[src/rtl/sop_pkg.sv]
package sop_pkg;

  typedef logic signed [63:0] wide_t;

  localparam logic [3:0] K_MUL = 4'd10;
  localparam logic [3:0] K_ADD = 4'd11;
  localparam logic [3:0] K_EQ  = 4'd12;
  localparam logic [3:0] K_STO = 4'd13;
  localparam logic [3:0] K_RCL = 4'd14;
  localparam logic [3:0] K_CLR = 4'd15;

  typedef enum logic [1:0] {OP_NONE, OP_MUL, OP_ADD} op_e;

  // decimal shift of the entry: e*10 + d
  function automatic wide_t f_append(wide_t e, logic [3:0] d);
    return (e <<< 3) + (e <<< 1) + $signed({60'd0, d});
  endfunction

  // true when v lies inside the signed range of width w
  function automatic logic f_fits(wide_t v, int unsigned w);
    wide_t lim;
    lim = 64'sd1 <<< (w - 1);
    return (v < lim) && (v >= -lim);
  endfunction

endpackage

[src/rtl/sop_entry.sv]
module sop_entry
  import sop_pkg::*;
#(
  parameter int unsigned W = 32
) (
  input  logic                clk,
  input  logic                rst_n,
  input  logic                clr_i,
  input  logic                dig_i,
  input  logic [3:0]          dig_val_i,
  input  logic                load_i,
  input  logic signed [W-1:0] load_val_i,
  input  logic                consume_i,
  output logic signed [W-1:0] entry_o,
  output logic                ready_o,
  output logic                fresh_o,
  output logic                ovf_o
);

  logic signed [W-1:0] ent_q;
  logic                fresh_q;
  logic                ready_q;
  wide_t               app_w;

  assign app_w   = f_append(wide_t'(ent_q), dig_val_i);
  assign ovf_o   = dig_i && !fresh_q && !f_fits(app_w, W);
  assign entry_o = ent_q;
  assign ready_o = ready_q;
  assign fresh_o = fresh_q;

  always_ff @(posedge clk or negedge rst_n) begin
    if (!rst_n) begin
      ent_q   <= '0;
      fresh_q <= 1'b1;
      ready_q <= 1'b0;
    end else if (clr_i) begin
      ent_q   <= '0;
      fresh_q <= 1'b1;
      ready_q <= 1'b0;
    end else if (load_i) begin
      ent_q   <= load_val_i;
      fresh_q <= 1'b1;
      ready_q <= 1'b1;
    end else if (consume_i) begin
      fresh_q <= 1'b1;
      ready_q <= 1'b0;
    end else if (dig_i) begin
      ent_q   <= fresh_q ? $signed({{(W-4){1'b0}}, dig_val_i}) : app_w[W-1:0];
      fresh_q <= 1'b0;
      ready_q <= 1'b1;
    end
  end

endmodule

[src/rtl/sop_mul.sv]
module sop_mul #(
  parameter int unsigned W = 32
) (
  input  logic                clk,
  input  logic                rst_n,
  input  logic                start_i,
  input  logic signed [W-1:0] a_i,
  input  logic signed [W-1:0] b_i,
  output logic                busy_o,
  output logic                done_o,
  output logic signed [W-1:0] prod_o,
  output logic                ovf_o
);

  localparam int unsigned CW = $clog2(W + 1);
  localparam logic [2*W-1:0] LIM = {{W{1'b0}}, 1'b1, {(W-1){1'b0}}};

  logic [W-1:0]   mb_q;
  logic [2*W-1:0] mc_q;
  logic [2*W-1:0] acc_q;
  logic [2*W-1:0] acc_nx;
  logic           neg_q;
  logic [CW-1:0]  cnt_q;
  logic           busy_q;
  logic           done_q;
  logic           ovf_q;
  logic signed [W-1:0] prod_q;
  logic [W-1:0]   mag_a;
  logic [W-1:0]   mag_b;
  logic           last_w;
  logic           ovf_w;

  assign mag_a  = a_i[W-1] ? W'(-a_i) : W'(a_i);
  assign mag_b  = b_i[W-1] ? W'(-b_i) : W'(b_i);
  assign acc_nx = mb_q[0] ? acc_q + mc_q : acc_q;
  assign last_w = (cnt_q == CW'(W - 1));
  assign ovf_w  = neg_q ? (acc_nx > LIM) : (acc_nx >= LIM);

  assign busy_o = busy_q;
  assign done_o = done_q;
  assign prod_o = prod_q;
  assign ovf_o  = ovf_q;

  always_ff @(posedge clk or negedge rst_n) begin
    if (!rst_n) begin
      mb_q   <= '0;
      mc_q   <= '0;
      acc_q  <= '0;
      neg_q  <= 1'b0;
      cnt_q  <= '0;
      busy_q <= 1'b0;
      done_q <= 1'b0;
      ovf_q  <= 1'b0;
      prod_q <= '0;
    end else begin
      done_q <= 1'b0;
      if (start_i) begin
        mb_q   <= mag_b;
        mc_q   <= {{W{1'b0}}, mag_a};
        acc_q  <= '0;
        neg_q  <= a_i[W-1] ^ b_i[W-1];
        cnt_q  <= '0;
        busy_q <= 1'b1;
      end else if (busy_q) begin
        acc_q <= acc_nx;
        mc_q  <= mc_q << 1;
        mb_q  <= mb_q >> 1;
        cnt_q <= cnt_q + 1'b1;
        if (last_w) begin
          busy_q <= 1'b0;
          done_q <= 1'b1;
          ovf_q  <= ovf_w;
          prod_q <= neg_q ? -$signed(acc_nx[W-1:0]) : $signed(acc_nx[W-1:0]);
        end
      end
    end
  end

endmodule

[src/rtl/sop_calc.sv]
module sop_calc
  import sop_pkg::*;
#(
  parameter int unsigned W = 32
) (
  input  logic                clk,
  input  logic                rst_n,
  input  logic                tok_valid,
  input  logic [3:0]          tok_code,
  output logic signed [W-1:0] disp_o,
  output logic                busy_o,
  output logic                ovf_o
);

  logic signed [W-1:0] sum_q, term_q, mem_q, disp_q;
  logic                show_ent_q;
  op_e                 op_q;
  logic [3:0]          pend_q;
  logic                ovf_q;

  logic signed [W-1:0] entry;
  logic                ent_ready, ent_fresh, ent_ovf;
  logic                mul_busy, mul_done, mul_ovf;
  logic signed [W-1:0] mul_prod;

  // decoded events, named for the checker
  logic acc_tok, is_dig, is_op, is_sto, is_rcl, is_clr;
  logic need_mul, fin;
  logic [3:0] fin_key;

  logic signed [W-1:0] t_nx, s_nx, tot;
  wide_t               s_wide, tot_wide;
  logic                s_ovf, tot_ovf, ovf_set;
  logic                ent_load, ent_consume;
  logic signed [W-1:0] ent_load_val;

  assign busy_o  = mul_busy | mul_done;
  assign acc_tok = tok_valid & ~busy_o;
  assign is_dig  = acc_tok && (tok_code <= 4'd9);
  assign is_op   = acc_tok && ((tok_code == K_MUL) || (tok_code == K_ADD) || (tok_code == K_EQ));
  assign is_sto  = acc_tok && (tok_code == K_STO);
  assign is_rcl  = acc_tok && (tok_code == K_RCL);
  assign is_clr  = acc_tok && (tok_code == K_CLR);

  assign need_mul = is_op && ent_ready && (op_q == OP_MUL);
  assign fin      = (is_op && !need_mul) || mul_done;
  assign fin_key  = mul_done ? pend_q : tok_code;

  // close the open term with the operand, then form the running total
  always_comb begin
    t_nx   = term_q;
    s_wide = wide_t'(sum_q);
    s_ovf  = 1'b0;
    if (mul_done) begin
      t_nx = mul_prod;
    end else if (ent_ready) begin
      t_nx = entry;
      if (op_q == OP_ADD) begin
        s_wide = wide_t'(sum_q) + wide_t'(term_q);
        s_ovf  = !f_fits(s_wide, W);
      end
    end
    s_nx     = s_wide[W-1:0];
    tot_wide = wide_t'(s_nx) + wide_t'(t_nx);
    tot_ovf  = !f_fits(tot_wide, W);
    tot      = tot_wide[W-1:0];
  end

  assign ovf_set = (is_dig && ent_ovf) || (mul_done && mul_ovf) ||
                   (fin && s_ovf) || (fin && (fin_key != K_MUL) && tot_ovf);

  assign ent_load     = is_rcl || (fin && (fin_key == K_EQ));
  assign ent_load_val = is_rcl ? mem_q : tot;
  assign ent_consume  = need_mul || (fin && !mul_done);

  assign disp_o = show_ent_q ? entry : disp_q;
  assign ovf_o  = ovf_q;

  sop_entry #(.W(W)) u_entry (
    .clk        (clk),
    .rst_n      (rst_n),
    .clr_i      (is_clr),
    .dig_i      (is_dig),
    .dig_val_i  (tok_code),
    .load_i     (ent_load),
    .load_val_i (ent_load_val),
    .consume_i  (ent_consume),
    .entry_o    (entry),
    .ready_o    (ent_ready),
    .fresh_o    (ent_fresh),
    .ovf_o      (ent_ovf)
  );

  sop_mul #(.W(W)) u_mul (
    .clk     (clk),
    .rst_n   (rst_n),
    .start_i (need_mul),
    .a_i     (term_q),
    .b_i     (entry),
    .busy_o  (mul_busy),
    .done_o  (mul_done),
    .prod_o  (mul_prod),
    .ovf_o   (mul_ovf)
  );

  always_ff @(posedge clk or negedge rst_n) begin
    if (!rst_n) begin
      sum_q      <= '0;
      term_q     <= '0;
      mem_q      <= '0;
      disp_q     <= '0;
      show_ent_q <= 1'b0;
      op_q       <= OP_NONE;
      pend_q     <= K_EQ;
      ovf_q      <= 1'b0;
    end else if (is_clr) begin
      sum_q      <= '0;
      term_q     <= '0;
      disp_q     <= '0;
      show_ent_q <= 1'b0;
      op_q       <= OP_NONE;
      ovf_q      <= 1'b0;
    end else begin
      if (ovf_set) ovf_q <= 1'b1;
      if (need_mul) pend_q <= tok_code;
      if (is_sto) mem_q <= disp_o;
      if (is_dig || is_rcl) show_ent_q <= 1'b1;
      if (fin) begin
        show_ent_q <= 1'b0;
        case (fin_key)
          K_MUL: begin
            term_q <= t_nx;
            sum_q  <= s_nx;
            op_q   <= OP_MUL;
            disp_q <= t_nx;
          end
          K_ADD: begin
            term_q <= t_nx;
            sum_q  <= s_nx;
            op_q   <= OP_ADD;
            disp_q <= tot;
          end
          default: begin
            term_q <= '0;
            sum_q  <= '0;
            op_q   <= OP_NONE;
            disp_q <= tot;
          end
        endcase
      end
    end
  end

endmodule

[config.mk]
export PLATFORM = sky130hd
export DESIGN_NAME = sop_calc
export DESIGN_NICKNAME = d
export VERILOG_FILES = /design/src/rtl/sop_pkg.sv /design/src/rtl/sop_entry.sv /design/src/rtl/sop_mul.sv /design/src/rtl/sop_calc.sv
export SDC_FILE = /design/constraint.sdc
export NUM_CORES = 1
export LEC_CHECK = 0
export BUFFER_PORTS_ARGS = -buffer_cell sky130_fd_sc_hd__buf_4
export CORE_ASPECT_RATIO = 0.5
export CORE_MARGIN = 3
export CORE_UTILIZATION = 46
export CTS_CLUSTER_SIZE = 12
export DETAILED_ROUTE_END_ITERATION = 6
export HOLD_SLACK_MARGIN = 0.03
export SYNTH_ARGS = -nofsm -noshare
export SYNTH_HDL_FRONTEND = slang
export SYNTH_HIERARCHICAL = 1
export SYNTH_SLANG_ARGS = --single-unit
export TNS_END_PERCENT = 5
[constraint.sdc]
create_clock -name clk -period 4.6 [get_ports clk]
set_input_delay 0.92 -clock clk [delete_from_list [all_inputs] [get_ports clk]]
set_output_delay 0.92 -clock clk [all_outputs]
set_load 0.01 [all_outputs]
After elaboration in Yosys (flattened, before gate mapping)
Cells that the tools add are included.
{"block": "word_totals", "register_bits": 372, "in_bits": 7, "output_inout_bits": 34}
{"block": "op_classes", "add_sub_neg": 9, "n_lt_le_gt_ge": 9, "eq_ne": 14, "n_mux": 60, "n_bitwise": 6, "n_reduce_logical": 46}
{"op": "2-to-1 mux 32 bit", "count": 26}
{"op": "2-to-1 mux 64 bit", "count": 5}
{"op": "greater-or-equal comparator 64 x 32 -> 1 bit, second input constant", "count": 2}
{"op": "negator 32 bit", "count": 3}
{"op": "adder 32 x 32 -> 33 bit", "count": 2}
{"op": "greater-or-equal comparator 33 x 32 -> 1 bit, second input constant", "count": 2}
{"op": "less-than comparator 33 bit, second input constant", "count": 2}
{"op": "adder 64 x 5 -> 64 bit", "count": 1}
{"op": "adder 64 bit", "count": 1}
{"op": "greater-than comparator 64 x 32 -> 1 bit, second input constant", "count": 1}
{"op": "less-than comparator 64 x 33 -> 1 bit, second input constant", "count": 1}
{"op": "adder 35 x 33 -> 36 bit", "count": 1}
{"op": "equality test 4 bit, second input constant", "count": 9}
{"op": "2-to-1 mux 1 bit", "count": 23}
{"op": "logical AND 1 bit", "count": 20}
{"op": "2-to-1 mux 6 bit", "count": 2}
{"op": "logical OR 1 bit", "count": 9}
{"op": "adder 6 x 1 -> 6 bit, second input constant", "count": 1}
{"op": "equality test 6 x 5 -> 1 bit, second input constant", "count": 1}
{"op": "logical NOT 1 bit", "count": 6}
{"op": "AND reduction 2 bit", "count": 3}
{"op": "nonzero test 2 bit", "count": 3}
{"op": "nonzero test 3 bit", "count": 2}
{"op": "less-or-equal comparator 4 bit, second input constant", "count": 1}
{"op": "14 further kinds", "count": 17}

Logic depth before layout (Yosys ltp)
Gate-level depths: netlist of run 1.
{"block": "depth", "word_depth": 14, "ltp_mapped": 23, "depth_no_buf": 23}

Modules after synthesis
The synthesis of run 1 kept the hierarchy.
{"mod": "sop_mul", "n_inst": 1, "cells_per_inst": 1856, "area_each_um2": 15379.8, "seq_area_each_um2": 5054.8}
{"mod": "sop_calc", "n_inst": 1, "cells_per_inst": 1222, "area_each_um2": 10435.0, "seq_area_each_um2": 3405.8}
{"mod": "sop_entry", "n_inst": 1, "cells_per_inst": 437, "area_each_um2": 3643.5, "seq_area_each_um2": 852.1}

Worst setup path before layout of run 1
Ideal clock, no wire load.
{"block": "synth_path", "path_kind": "flip-flop to flip-flop", "start": "reg u_mul.mb_q[0]", "end": "reg u_mul.ovf_q, in the netlist u_mul/ovf_o", "arrival_ns": 4.696, "required_time_ns": 4.475, "path_slack_ns": -0.220, "stages_incl_launch_ff": 20, "period_less_slack_ns": 4.820, "cell_sequence": "dfrtp_1 -> clkbuf_1 -> buf_6 -> buf_6 -> clkbuf_1 -> buf_6 -> buf_6 -> clkbuf_1 -> mux2i_1 -> ha_1 -> nand2_1 -> a2111oi_0 -> nand4_1 -> nor4_2 -> nand4_1 -> nor2_1 -> a31oi_1 -> or4b_2 -> nor3_1 -> a21oi_1"}
{"block": "synth_between", "elab_chain_cells": 3, "word_cells_on_any_way": 4, "classes_between": "order compare (2); mux (2)"}
{"item": "from (decl)", "line": "sop_mul.sv:18", "text": "logic [W-1:0] mb_q;"}
{"item": "from (signal assigned)", "line": "sop_mul.sv:58", "text": "mb_q <= mag_b;"}
{"item": "from (signal assigned)", "line": "sop_mul.sv:67", "text": "mb_q <= mb_q >> 1;"}
{"item": "2-to-1 mux 64 bit (*)", "line": "sop_mul.sv:35", "text": "assign acc_nx = mb_q[0] ? acc_q + mc_q : acc_q;"}
{"item": "greater-or-equal comparator 64 x 32 -> 1 bit / greater-than comparator 64 x 32 -> 1 bit (equally long branches)", "line": "sop_mul.sv:37", "text": "assign ovf_w = neg_q ? (acc_nx > LIM) : (acc_nx >= LIM);"}
{"item": "2-to-1 mux 1 bit (*)", "line": "sop_mul.sv:37"}
{"item": "to (signal assigned)", "line": "sop_mul.sv:72", "text": "ovf_q <= ovf_w;"}
{"item": "to (decl)", "line": "sop_mul.sv:26", "text": "logic ovf_q;"}
Mark *: on every way between the ends. The rest lies on a longest branch, timed or not.
A chain may end at the register's enable or synchronous reset.

Final worst setup path of run 1
{"block": "layout_path", "start": "reg sum_q[0]", "end": "reg u_entry.ent_q[31], in the netlist u_entry/entry_o[31]"}
{"block": "layout_between", "elab_chain_cells": 8}
{"item": "from (decl)", "line": "sop_calc.sv:15", "text": "logic signed [W-1:0] sum_q, term_q, mem_q, disp_q;"}
{"item": "from (signal assigned)", "line": "sop_calc.sv:133", "text": "sum_q <= s_nx;"}
{"item": "from (signal assigned)", "line": "sop_calc.sv:139", "text": "sum_q <= s_nx;"}
{"item": "adder 32 x 32 -> 33 bit", "line": "sop_calc.sv:59", "text": "s_wide = wide_t'(sum_q) + wide_t'(term_q);"}
{"item": "2-to-1 mux 32 bit", "line": "sop_calc.sv:58", "text": "if (op_q == OP_ADD) begin"}
{"item": "2-to-1 mux 32 bit", "line": "sop_calc.sv:56", "text": "end else if (ent_ready) begin"}
{"item": "2-to-1 mux 32 bit (*)", "line": "sop_calc.sv:54", "text": "if (mul_done) begin"}
{"item": "adder 32 x 32 -> 33 bit (*)", "line": "sop_calc.sv:64", "text": "tot_wide = wide_t'(s_nx) + wide_t'(t_nx);"}
{"item": "2-to-1 mux 32 bit (*)", "line": "sop_calc.sv:73", "text": "assign ent_load_val = is_rcl ? mem_q : tot;"}
{"item": "net ent_load_val[31]", "line": "sop_calc.sv:35", "text": "logic signed [W-1:0] ent_load_val;"}
{"item": "2-to-1 mux 32 bit (*)", "line": "sop_entry.sv:40", "text": "end else if (load_i) begin"}
{"item": "2-to-1 mux 32 bit (*)", "line": "sop_entry.sv:36", "text": "end else if (clr_i) begin"}
{"item": "to (signal assigned)", "line": "sop_entry.sv:41", "text": "ent_q <= load_val_i;"}
{"item": "to (signal assigned)", "line": "sop_entry.sv:48", "text": "ent_q <= fresh_q ? $signed({{(W-4){1'b0}}, dig_val_i}) : app_w[W-1:0];"}
{"item": "to (decl)", "line": "sop_entry.sv:20", "text": "logic signed [W-1:0] ent_q;"}
The timed path passes the listed nets; every way through them passes the cells marked *.

==> metrics.yaml, run 1 <==
status: "finished with violations"
violations: "setup timing"
die_h_um: 185
final_cell_count_no_fill: 4522
path_max_fanout: 3
die_area_mm2: 0.0673
powerDensity_mw_per_mm2: 318
cp-start-kind: "flop"
placed_area_mm2: 0.0318
slowest_delay_ns: 0.39
dpl.hpwl_um: 70500
max_slew_margin: 0.339
synth_area_per_cell_um2: 8.38
antenna_found_initial: 0
setup_slack_ns: -0.121
die_x_um: 364
cp.arrival_ns: 5.23
tightest_slew_ns: 0.992
finalHoldViolCount: 0
drive_gt1_frac: 0.152
drc_errors: 0
ys_seq_area_frac: 0.316
setup_viol: 4
antenna_left: 0
finalSetupTns_ns: -0.258
wl_um: 93800
grt_pass1_wl_um: 146000
vias_per_cell: 5.97
post-route-min-period_ns: 4.72
ios: 41
required_ns: 5.11
num_vias: 27000
ctsHoldBuffers: 0
finClkSkew_ns: 0.0203
drtIter0Drc: 2084
diodes: 0
syn_nets: 3722
period_share: 1.03
path_class: "flop to flop"
grt_pass1_vias: 25300
yosysTopAreaCellShare: 0.313
clockBufferDepth: 3
synth_cell_type_count: 117
fin_area_mm2: 0.0335
yosys.area.top_type: "dfrtp_1"
ys.flop_type: "dfrtp_1"
synthCells: 3515
gr-total-overflow: 0
clk_latency_ns: 0.58
synthesis.area_mm2: 0.0295
hp-class: "input port to asynchronous set/reset pin"
h-tree-depth: 2
cts_num_sinks: 372
cp_cell_sequence: "ha_2, fa_2, a211oi_2, o21ai_2, o21ai_2, buf_4, nand2_1, a21o_1, a21oi_1, xnor2_1, o21ai_2, ha_1, and4_4, and3_1, o21ai_1, o22ai_2, a31oi_4, buf_4, o21ai_4, xor2_2, nand2_1, nand2_1, a22oi_1, o21ai_1"
yosysWarnings: 6
synthArstFlopShare: 1.00
crit_slowest_cell: "dfrtp_1"
rows: 64
yosys-top-cells-area: "dfrtp_1 (31%), ha_1 (8.3%), nand2_1 (6.7%)"
vdd_ir_drop_max_mv: 0.291
final_max_slew_viol_count: 0
max_clock_freq_ghz: 0.212
clk_pin_slew_ns: 0.06
core-area_mm2: 0.0622
grt_use_total: 0.273
place_congestion: 0.954
wl_per_cell_um: 20.7
p_leak_nw: 14.9
ys_ff_latch: 372
end_kind: "flop"
area_growth_pct: 13.9
nNetsFinal: 3873
initial_core_util: 0.473
cts-root-buf: "clkbuf_16"
synth-edff-count: 0
portBuffers: 40
cts_tree: "yes"
grt_max_degree: 110
rsz0062_at_grt: "true"
dp.cells: 4434
drtPass1Iterations: 5
drv_cap: 0
numCtsBuffers: 41
==> synthesized netlist by cell type, types with 9 or more instances <==
cell,n
clkbuf_1,131
o2111ai_1,9
nand3_1,47
mux2_2,73
a22oi_1,44
buf_6,13
or4_1,17
nand2b_1,26
nor2_1,264
a21boi_0,10
and3_1,22
o211ai_1,23
a22o_1,23
o22ai_1,17
nand2_1,524
ha_1,195
or3_1,11
nor2b_1,22
nor4_1,23
mux2i_1,150
o41ai_1,10
o21a_1,33
buf_2,11
o21ai_0,282
a21o_1,66
o21bai_1,23
nor3_1,55
and2_1,10
xor2_1,59
nand4_1,49
a21oi_1,276
xnor2_1,157
inv_1,83
or2_2,12
buf_1,28
a31oi_1,23
dfrtp_1,369
a211oi_1,49
o31ai_1,37
o21ai_1,64
==> flip-flops by register name, indices dropped and copies added, names as in the netlist, 2 cells and up <==
signal,cells
u_entry/entry_o,32
u_mul/cnt_q,6
disp_q,32
op_q,2
pend_q,4
sum_q,32
mem_q,32
u_mul/mc_q,64
u_mul/mb_q,32
u_mul/acc_q,64
u_mul/prod_o,32
term_q,32
==> cells in the final DEF, fill, tap and decap left out, types with 10 or more instances in the layout <==
master	count
nand2_1	523
dfrtp_1	365
buf_4	296
o21ai_0	271
a21oi_1	268
nor2_1	263
ha_1	194
xnor2_1	153
mux2i_1	150
inv_1	82
mux2_2	72
o21ai_1	70
a21o_1	66
xor2_1	56
nor3_1	53
nand4_1	49
nand3_1	47
a211oi_1	47
a22oi_1	43
clkbuf_16	43
o31ai_1	35
o21a_1	33
nand2b_1	26
o21bai_1	23
o211ai_1	23
a22o_1	23
nor4_1	22
a31oi_1	22
and3_1	22
nor2b_1	21
o22ai_1	17
or4_1	17
a21oi_2	16
or2_2	12
clkbuf_1	12
or3_1	10
and2_1	10
clkbuf_8	10
a21boi_0	10
o41ai_1	10
==> power breakdown <==
group          internal, W  switching [W]
registers          0.00346       0.000254
logic              0.00137        0.00205
clock network      0.00205        0.00148
==> per-stage QoR <==
step | util | setup WS, ns | hold slack, ns | total power [W]
after global routing | 0.539 | -0.325 | 0.381 | 0.0112
final | 0.539 | -0.121 | 0.320 | 0.0107
after CTS | 0.535 | -0.00396 | 0.402 | 0.0107
after global placement | 0.512 | -0.486 | 0.469 | 0.00706
after detailed placement | 0.512 | -0.504 | 0.476 | 0.00708
after floorplan | - | -0.0506 | 0.446 | 0.00578
==> path summary, 6_finish.rpt <==
kind	from	end	slack, ns	depth (start not counted)
worst max register to register	sum_q[0]$_DFFE_PN0N_	u_entry/entry_o[31]$_DFFE_PN0P_	-0.12	24
max in group asynchronous	rst_n	pend_q[2]$_DFFE_PN1P_	3.17	2
min in group clk	u_mul/prod_o[13]$_DFFE_PN0P_	u_mul/prod_o[13]$_DFFE_PN0P_	0.49	2
worst min register to register	u_mul/prod_o[13]$_DFFE_PN0P_	u_mul/prod_o[13]$_DFFE_PN0P_	0.49	2
worst max-delay path	sum_q[0]$_DFFE_PN0N_	u_entry/entry_o[31]$_DFFE_PN0P_	-0.12	24
worst min-delay path	rst_n	u_mul/mc_q[39]$_DFFE_PN0P_	0.32	1
==> layout make-up <==
cell class	count	area, um2
inverter	87	332
clock buffer	65	1260
fill	5841	28700
tap	825	1030
clock inverter	9	128
multi-input combinational	2864	19200
sequential	372	9320
timing repair buffer	300	2300
==> worst max-delay path: cells and delay by family, from the launching register on <==
kind                     cells  cell delay, ns
buffers and inverters        2            0.31
AO/OA/AOI/OAI               12            1.88
flip-flops                   1            0.39
AND/OR/NAND/NOR              5            0.76
adder cells (fa/ha/maj)      3            0.93
XOR/XNOR                     2            0.37
==> layer usage <==
layer | share of wire | routed length [um] | global-route usage
met4 | 0.014 | 1270 | 0.0426
met1 | 0.51 | 47600 | 0.422
met2 | 0.41 | 38700 | 0.403
met3 | 0.067 | 6330 | 0.0438
met5 | 0 | 0 | 0
==> cells by family (layout without fill, tap and decap cells) <==
family	count (synthesis)	count (layout)	synth area share
and+or+nand+nor	1125	1125	0.172
AOI/OAI and AO/OA	1100	1100	0.241
xor gates and xnor gates	216	216	0.0642
muxes	223	223	0.0789
adders and majority gates	200	200	0.0862
DFF	372	372	0.316
buffers and inverters	279	461	0.0415
==> what timing repair did <==
action                                  in CTS  in global routing
resized for setup                           14                 40
endpoints found under the setup margin       8                 33
buffers inserted                             5                  9
hold endpoints to repair                     0                  0
pin swaps                                   16                 35
No activity file was read; power rests on OpenSTA's default activity.
==> run 2: changes to the inputs <==
--- a/config.mk
+++ b/config.mk
@@ -11,9 +11,9 @@
 export CORE_UTILIZATION = 46
 export CTS_CLUSTER_SIZE = 12
 export DETAILED_ROUTE_END_ITERATION = 6
+export GPL_TIMING_DRIVEN = 1
 export HOLD_SLACK_MARGIN = 0.03
 export SYNTH_ARGS = -nofsm -noshare
 export SYNTH_HDL_FRONTEND = slang
 export SYNTH_HIERARCHICAL = 1
 export SYNTH_SLANG_ARGS = --single-unit
-export TNS_END_PERCENT = 5
==> metrics.yaml, run 2 (synthesized netlist as in run 1, its figures left out) <==
grt_max_degree: 172  # +56%
core-area_mm2: 0.0622  # unchanged
final_cell_count_no_fill: 4528  # +0.13%
finalHoldViolCount: 0  # unchanged
rows: 64  # unchanged
post-route-min-period_ns: 4.58  # -0.138 ns
drc_errors: 0  # unchanged
clk_latency_ns: 0.59  # about the same
cp-start-kind: "flop"
status: "complete, no violations"
dp.cells: 4444  # +0.23%
final_cell_mix: "nand2_1 (522), dfrtp_1 (364), buf_4 (302), o21ai_0 (266), nor2_1 (263)"
cts_num_sinks: 372  # unchanged
path_max_fanout: 4  # +1
tightest_slew_ns: 1.04  # +0.0487 ns
path_class: "flop to flop"
clockBufferDepth: 3  # unchanged
nNetsFinal: 3883  # +0.26%
drive_gt1_frac: 0.166  # +0.0133
portBuffers: 40  # unchanged
diodes: 0  # unchanged
place_congestion: 0.955  # about the same
num_vias: 27100  # +0.46%
drtPass1Iterations: 5  # unchanged
clk_pin_slew_ns: 0.07  # about the same
numCtsBuffers: 41  # unchanged
powerDensity_mw_per_mm2: 311  # -2.2%
max_clock_freq_ghz: 0.218  # +3.0%
cts-root-buf: "clkbuf_16"
finalSetupTns_ns: 0  # +0.258 ns
cts_tree: "yes"
vdd_ir_drop_max_mv: 0.304  # +4.4%
finClkSkew_ns: 0.0298  # +0.00946 ns
rsz0062_at_grt: "true"
wl_um: 95200  # +1.5%
period_share: 0.996  # -0.0300
initial_core_util: 0.473  # unchanged
max_slew_margin: 0.302  # -0.0363
gr-total-overflow: 0  # unchanged
drv_cap: 0  # unchanged
die_h_um: 185  # unchanged
die_x_um: 364  # unchanged
hp-class: "input port to asynchronous set/reset pin"
antenna_found_initial: 2  # +2
die_area_mm2: 0.0673  # unchanged
p_leak_nw: 14.9  # +0.21%
h-tree-depth: 2  # unchanged
cp.arrival_ns: 5.03  # -0.20 ns
dpl.hpwl_um: 72200  # +2.4%
wl_per_cell_um: 21.0  # +1.4%
ctsHoldBuffers: 0  # unchanged
wl_met2_um: 39200  # +1.3%
top_layer: "met4"
power_w: 0.0105  # -1.4%
final_max_slew_viol_count: 0  # unchanged
area_growth_pct: 14.8
end_kind: "flop"
grt_pass1_wl_um: 150000  # +2.5%
grt_pass1_vias: 25800  # +2.1%
drtIter0Drc: 2240  # +7.5%
antenna_left: 0  # unchanged
met1_length_um: 48300  # +1.6%
required_ns: 5.05  # -0.06 ns
wl_met3_um: 6240  # -1.4%
setup_viol: 0  # -4
ios: 41  # unchanged
reg_top3: "u_mul/acc_q: 64 flops, u_mul/mc_q: 64 flops"
vias_per_cell: 5.99  # +0.32%
final_common_cell: "nand2_1"
grt_use_total: 0.280  # +0.00697
==> run 2: cell count changes in the layout (fill, tap and decap cells not counted), sizes merged <==
cell / change
clkbuf: -8
inv: -1
buf: +10
clkinv: +5
bufinv: -2
clkinvlp: +2
==> run 2: power breakdown <==
group	switching [W]	internal [W]	leakage (nW)
logic	0.00210	0.00142	9.53
clock network	0.00148	0.00183	0.625
registers	0.000221	0.00346	4.78
total	0.00380	0.00671	14.9
==> run 2: repair_timing <==
item / 4_1_cts / 5_1_grt
resized for setup: 9 / 100
endpoints found under the setup margin: 5 / 32
pin swaps: 13 / 66
buffers inserted: 1 / 14
==> run 2: final cells by class <==
class | instances | area (um2)
clock buffers | 57 | 1170
clock inverters | 13 | 103
fillers | 5825 | 28400
inverters | 87 | 332
multi-input cells | 2864 | 19500
flip-flops and latches | 372 | 9320
well taps | 825 | 1030
repair buffers | 310 | 2400
==> run 2: final timing paths <==
kind / slack [ns] / cells past startpoint / end / from
worst min-delay path: 0.36 / 1 / u_mul/acc_q[42]$_DFFE_PN0P_ / rst_n
worst max register to register: 0.02 / 22 / u_entry/entry_o[28]$_DFFE_PN0P_ / sum_q[1]$_DFFE_PN0N_
min in group clk: 0.48 / 2 / disp_q[9]$_DFFE_PN0N_ / disp_q[9]$_DFFE_PN0N_
worst max-delay path: 0.02 / 22 / u_entry/entry_o[28]$_DFFE_PN0P_ / sum_q[1]$_DFFE_PN0N_
max in group asynchronous: 3.04 / 3 / u_mul/mc_q[19]$_DFFE_PN0P_ / rst_n
worst min register to register: 0.48 / 2 / disp_q[9]$_DFFE_PN0N_ / disp_q[9]$_DFFE_PN0N_
==> run 2: critical path: stages, from the launching register on <==
cell and delay, ns:
dfrtp_2 0.44, ha_1 0.32, a21oi_2 0.21, o211ai_2 0.13, o21ai_2 0.19, o221ai_2 0.17
buf_4 0.17, a31oi_4 0.27, a31oi_4 0.16, xnor2_2 0.17, o21ai_1 0.20, ha_1 0.30
a21o_1 0.20, a21o_1 0.18, a21o_1 0.21, nor4_2 0.23, buf_4 0.18, o21ai_1 0.08
xnor2_1 0.17, nand2_1 0.09, nand2_1 0.07, a22oi_1 0.20, o21ai_1 0.10
==> run 2: per-layer routing <==
| metal | track usage | vias to the layer above |
|---|---|---|
| met1 | 0.434 | 13200 |
| met2 | 0.410 | 754 |
| li1 | - | 13100 |
| met4 | 0.0462 | 0 |
| met3 | 0.0460 | 100 |
| met5 | 0 | - |
==> run 2: per-stage QoR <==
stage / cell area [um2] / hold WS [ns] / utilization / setup slack, ns
after CTS: 33300 / 0.427 / 0.534 / 0.00739
after detailed placement: 31900 / 0.471 / 0.513 / -0.411
after global routing: 33800 / 0.392 / 0.543 / -0.176
after floorplan: 29500 / 0.446 / - / 0.000899
final: 33800 / 0.356 / 0.543 / 0.0171
after global placement: 31900 / 0.467 / 0.513 / -0.386
==> run 3: changes to the inputs <==
--- a/config.mk
+++ b/config.mk
@@ -5,6 +5,7 @@
 export SDC_FILE = /design/constraint.sdc
 export NUM_CORES = 1
 export LEC_CHECK = 0
+export ABC_AREA = 1
 export BUFFER_PORTS_ARGS = -buffer_cell sky130_fd_sc_hd__buf_4
 export CORE_ASPECT_RATIO = 0.5
 export CORE_MARGIN = 3
@@ -13,6 +14,7 @@
 export DETAILED_ROUTE_END_ITERATION = 6
 export GPL_TIMING_DRIVEN = 1
 export HOLD_SLACK_MARGIN = 0.03
+export SLEW_MARGIN = 20
 export SYNTH_ARGS = -nofsm -noshare
 export SYNTH_HDL_FRONTEND = slang
 export SYNTH_HIERARCHICAL = 1
==> metrics.yaml, run 3 <==
synth-edff-count: 0  # unchanged
drtIter0Drc: 2987  # +33%
pwr-share-comb: 0.367  # +0.032
grt_pass1_wl_um: 189000  # +26%
yosys.area.top_type: "dfrtp_1"
synth_cell_type_count: 66  # -44%
setup_viol: 0  # unchanged
cp_cell_sequence: "ha_1, fa_1, nand3_1, nand3_1, nand3_1, nand3b_1, xnor2_1, o21ai_0, ha_1, nand2_1, nor2_1, inv_1, nor2_1, nand2_1, nand2_1, nand2_1, nand3_1, nand2_1, nand3_1, o21ai_0, nand2_1, a21oi_1, a21o_1"
fin_hold_ws_ns: 0.276  # -0.0796 ns
cp.arrival_ns: 4.78  # -0.25 ns
gr-total-overflow: 0  # unchanged
num_vias: 34300  # +27%
h-tree-depth: 2  # unchanged
cts-root-buf: "clkbuf_16"
path_class: "flop to flop"
clk_pin_slew_ns: 0.07  # about the same
antenna_found_initial: 2  # unchanged
grt_pass1_vias: 32300  # +25%
ys.flop_type: "dfrtp_1"
powerDensity_mw_per_mm2: 322  # +3.4%
portBuffers: 40  # unchanged
drive_gt1_frac: 0.0635  # -0.102
wl_um: 124000  # +30%
grtUsageMet3: 0.0465  # +0.000488
synthArstFlopShare: 1.00  # unchanged
synthCells: 5310  # +51%
slowest_delay_ns: 0.48  # +0.04 ns
drtPass1Iterations: 5  # unchanged
grt_max_degree: 109  # -37%
vdd_ir_drop_max_mv: 0.322  # +5.9%
postCtsResizedCells: 0  # -9
yosysTopAreaCellShare: 0.278  # -0.0354
synthesis.area_mm2: 0.0332  # +13%
top_usage_layer: "met2"
use_met2: 0.515  # +0.105
clk_latency_ns: 0.60  # about the same
die_area_mm2: 0.0757  # +12%
finClkSkew_ns: 0.0349  # +0.00514 ns
grt_use_total: 0.322  # +0.0423
die_h_um: 196  # +6.0%
post-route-min-period_ns: 4.29  # -0.294 ns
swShare: 0.406  # +0.0443
final_cell_mix: "nand2_1 (1832), inv_1 (876), nor2_1 (369), dfrtp_1 (367), nand3_1 (338)"
ys_ff_latch: 372  # unchanged
status: "complete, no violations"
place_congestion: 1.03  # +7.9%
ios: 41  # unchanged
reg_top3: "u_mul/acc_q: 64 flops, u_mul/mc_q: 64 flops"
drc_errors: 0  # unchanged
clockBufferDepth: 3  # unchanged
synth_common_cells: "nand2_1 (1832), inv_1 (876), nor2_1 (372)"
p_seq_frac: 0.336  # -0.014
p_leak_nw: 19.8  # +32%
max_clock_freq_ghz: 0.233  # +6.9%
fillers: 7405  # +27%
initial_core_util: 0.473  # about the same
intPower_w: 0.00687  # +2.4%
hp-class: "input port to asynchronous set/reset pin"
yosys-top-cells-area: "dfrtp_1 (28%), nand2_1 (21%), inv_1 (9.9%)"
crit_family: "simple AND/OR/NAND/NOR gates"
period_share: 0.932  # -0.0639
final_common_cell: "nand2_1"
path_max_fanout: 6  # +2
max_slew_margin: 0.358  # +0.0556
dpl.hpwl_um: 97600  # +35%
grt_use_met1: 0.453  # +0.0186
rsz0062_at_grt: "false"
ctsHoldBuffers: 0  # unchanged
antenna_left: 0  # unchanged
synth.most_common_cell: "nand2_1"
nNetsFinal: 5516  # +42%
cts_tree: "yes"
finalHoldViolCount: 0  # unchanged
rows: 68  # +6.3%
numCtsBuffers: 40  # -2.4%
synth_area_per_cell_um2: 6.25  # -25%
crit_path_frequent_cell: "nand2_1"
tightest_slew_ns: 0.963  # -0.0777 ns
crit_slowest_cell: "o21ai_0"
final_max_slew_viol_count: 0  # unchanged
cts_num_sinks: 372  # unchanged
yosysWarnings: 6  # unchanged
die_x_um: 386  # +6.1%
end_kind: "flop"
clock_power_share: 0.298  # -0.017
p_sw_w: 0.00470  # +24%
drv_cap: 0  # unchanged
finalSetupTns_ns: 0  # unchanged
area_growth_pct: 8.32
syn_nets: 5517  # +48%
core-area_mm2: 0.0702  # +13%
vias_per_cell: 5.46  # -8.7%
required_ns: 5.09  # +0.04 ns
cp-start-kind: "flop"
ys_seq_area_frac: 0.280  # -0.0357
post_cts.repair.setup_buffers: 0  # -1
wl_per_cell_um: 19.6  # -6.6%
cp_num_buf_inv: 1  # -1
## run 3: cell count changes in the layout (fill, tap and decap cells not counted), sizes merged, moves of 135 or more
cell,before,now
xnor2,157,22
buf,310,102
inv,88,897
mux2i,150,0
nand2,525,1875
nand3,47,357
## run 3: logic make-up after synthesis
kind of cell / count (synthesis) / synth area share
compound gates: 796 / 0.144
xor+xnor: 59 / 0.0156
fa+ha+maj: 200 / 0.0765
buf+inv: 1045 / 0.122
flops: 372 / 0.280
mux: 2 / 0.000678
simple gates: 2836 / 0.360
## run 3: per-layer routing
metal  up-vias  part of all wire
met5         -                 0
met4         0             0.029
met3       174             0.070
met2      1096              0.44
met1     16200              0.46
li1      16900                 -
## run 3: worst paths after layout
check                                           start                         endpoint  slack [ns]  cells after the start
worst max register to register   sum_q[0]$_DFFE_PN0N_  u_entry/entry_o[19]$_DFFE_PN0P_        0.31                     23
worst min register to register  pend_q[3]$_DFFE_PN1P_            pend_q[3]$_DFFE_PN1P_        0.48                      2
worst max-delay path             sum_q[0]$_DFFE_PN0N_  u_entry/entry_o[19]$_DFFE_PN0P_        0.31                     23
max in group asynchronous                       rst_n      u_entry/fresh_o$_DFFE_PN1P_        3.25                      2
min in group clk                pend_q[3]$_DFFE_PN1P_            pend_q[3]$_DFFE_PN1P_        0.48                      2
worst min-delay path                            rst_n       u_mul/mc_q[36]$_DFFE_PN0P_        0.28                      1
## run 3: per-stage QoR
step | area [um2] | instances | utilization | total power [W] | setup WS, ns
4_1_cts | 36000 | 6284 | 0.512 | 0.0116 | 0.402
5_1_grt | 36000 | 6284 | 0.512 | 0.0123 | 0.0176
3_5_place_dp | 34600 | 6212 | 0.494 | 0.00809 | 0.425
3_3_place_gp | 34600 | 6212 | 0.494 | 0.00804 | 0.456
2_1_floorplan | 33200 | 5310 | - | 0.00663 | 1.15
6_report | 36000 | 6287 | 0.513 | 0.0116 | 0.311
## run 3: area by class of cell
cell class / instances / area [um2] / area share
Multi-Input combinational cell: 3893 / 19900 / 0.553
Clock inverter: 9 / 156 / 0.00435
Antenna cell: 3 / 7.51 / 0.000209
Sequential cell: 372 / 9320 / 0.259
Clock buffer: 63 / 1170 / 0.0325
Tap cell: 945 / 1180 / 0.0329
Timing Repair Buffer: 102 / 873 / 0.0243
Inverter: 900 / 3380 / 0.0940
## run 3: power groups by stage
stage	logic, W	clock network [W]	registers (W)
5_1_grt	0.00471	0.00364	0.00391
6_report	0.00424	0.00345	0.00388
4_1_cts	0.00418	0.00350	0.00387
3_3_place_gp	0.00412	0	0.00392
2_1_floorplan	0.00285	0	0.00378
3_5_place_dp	0.00416	0	0.00392
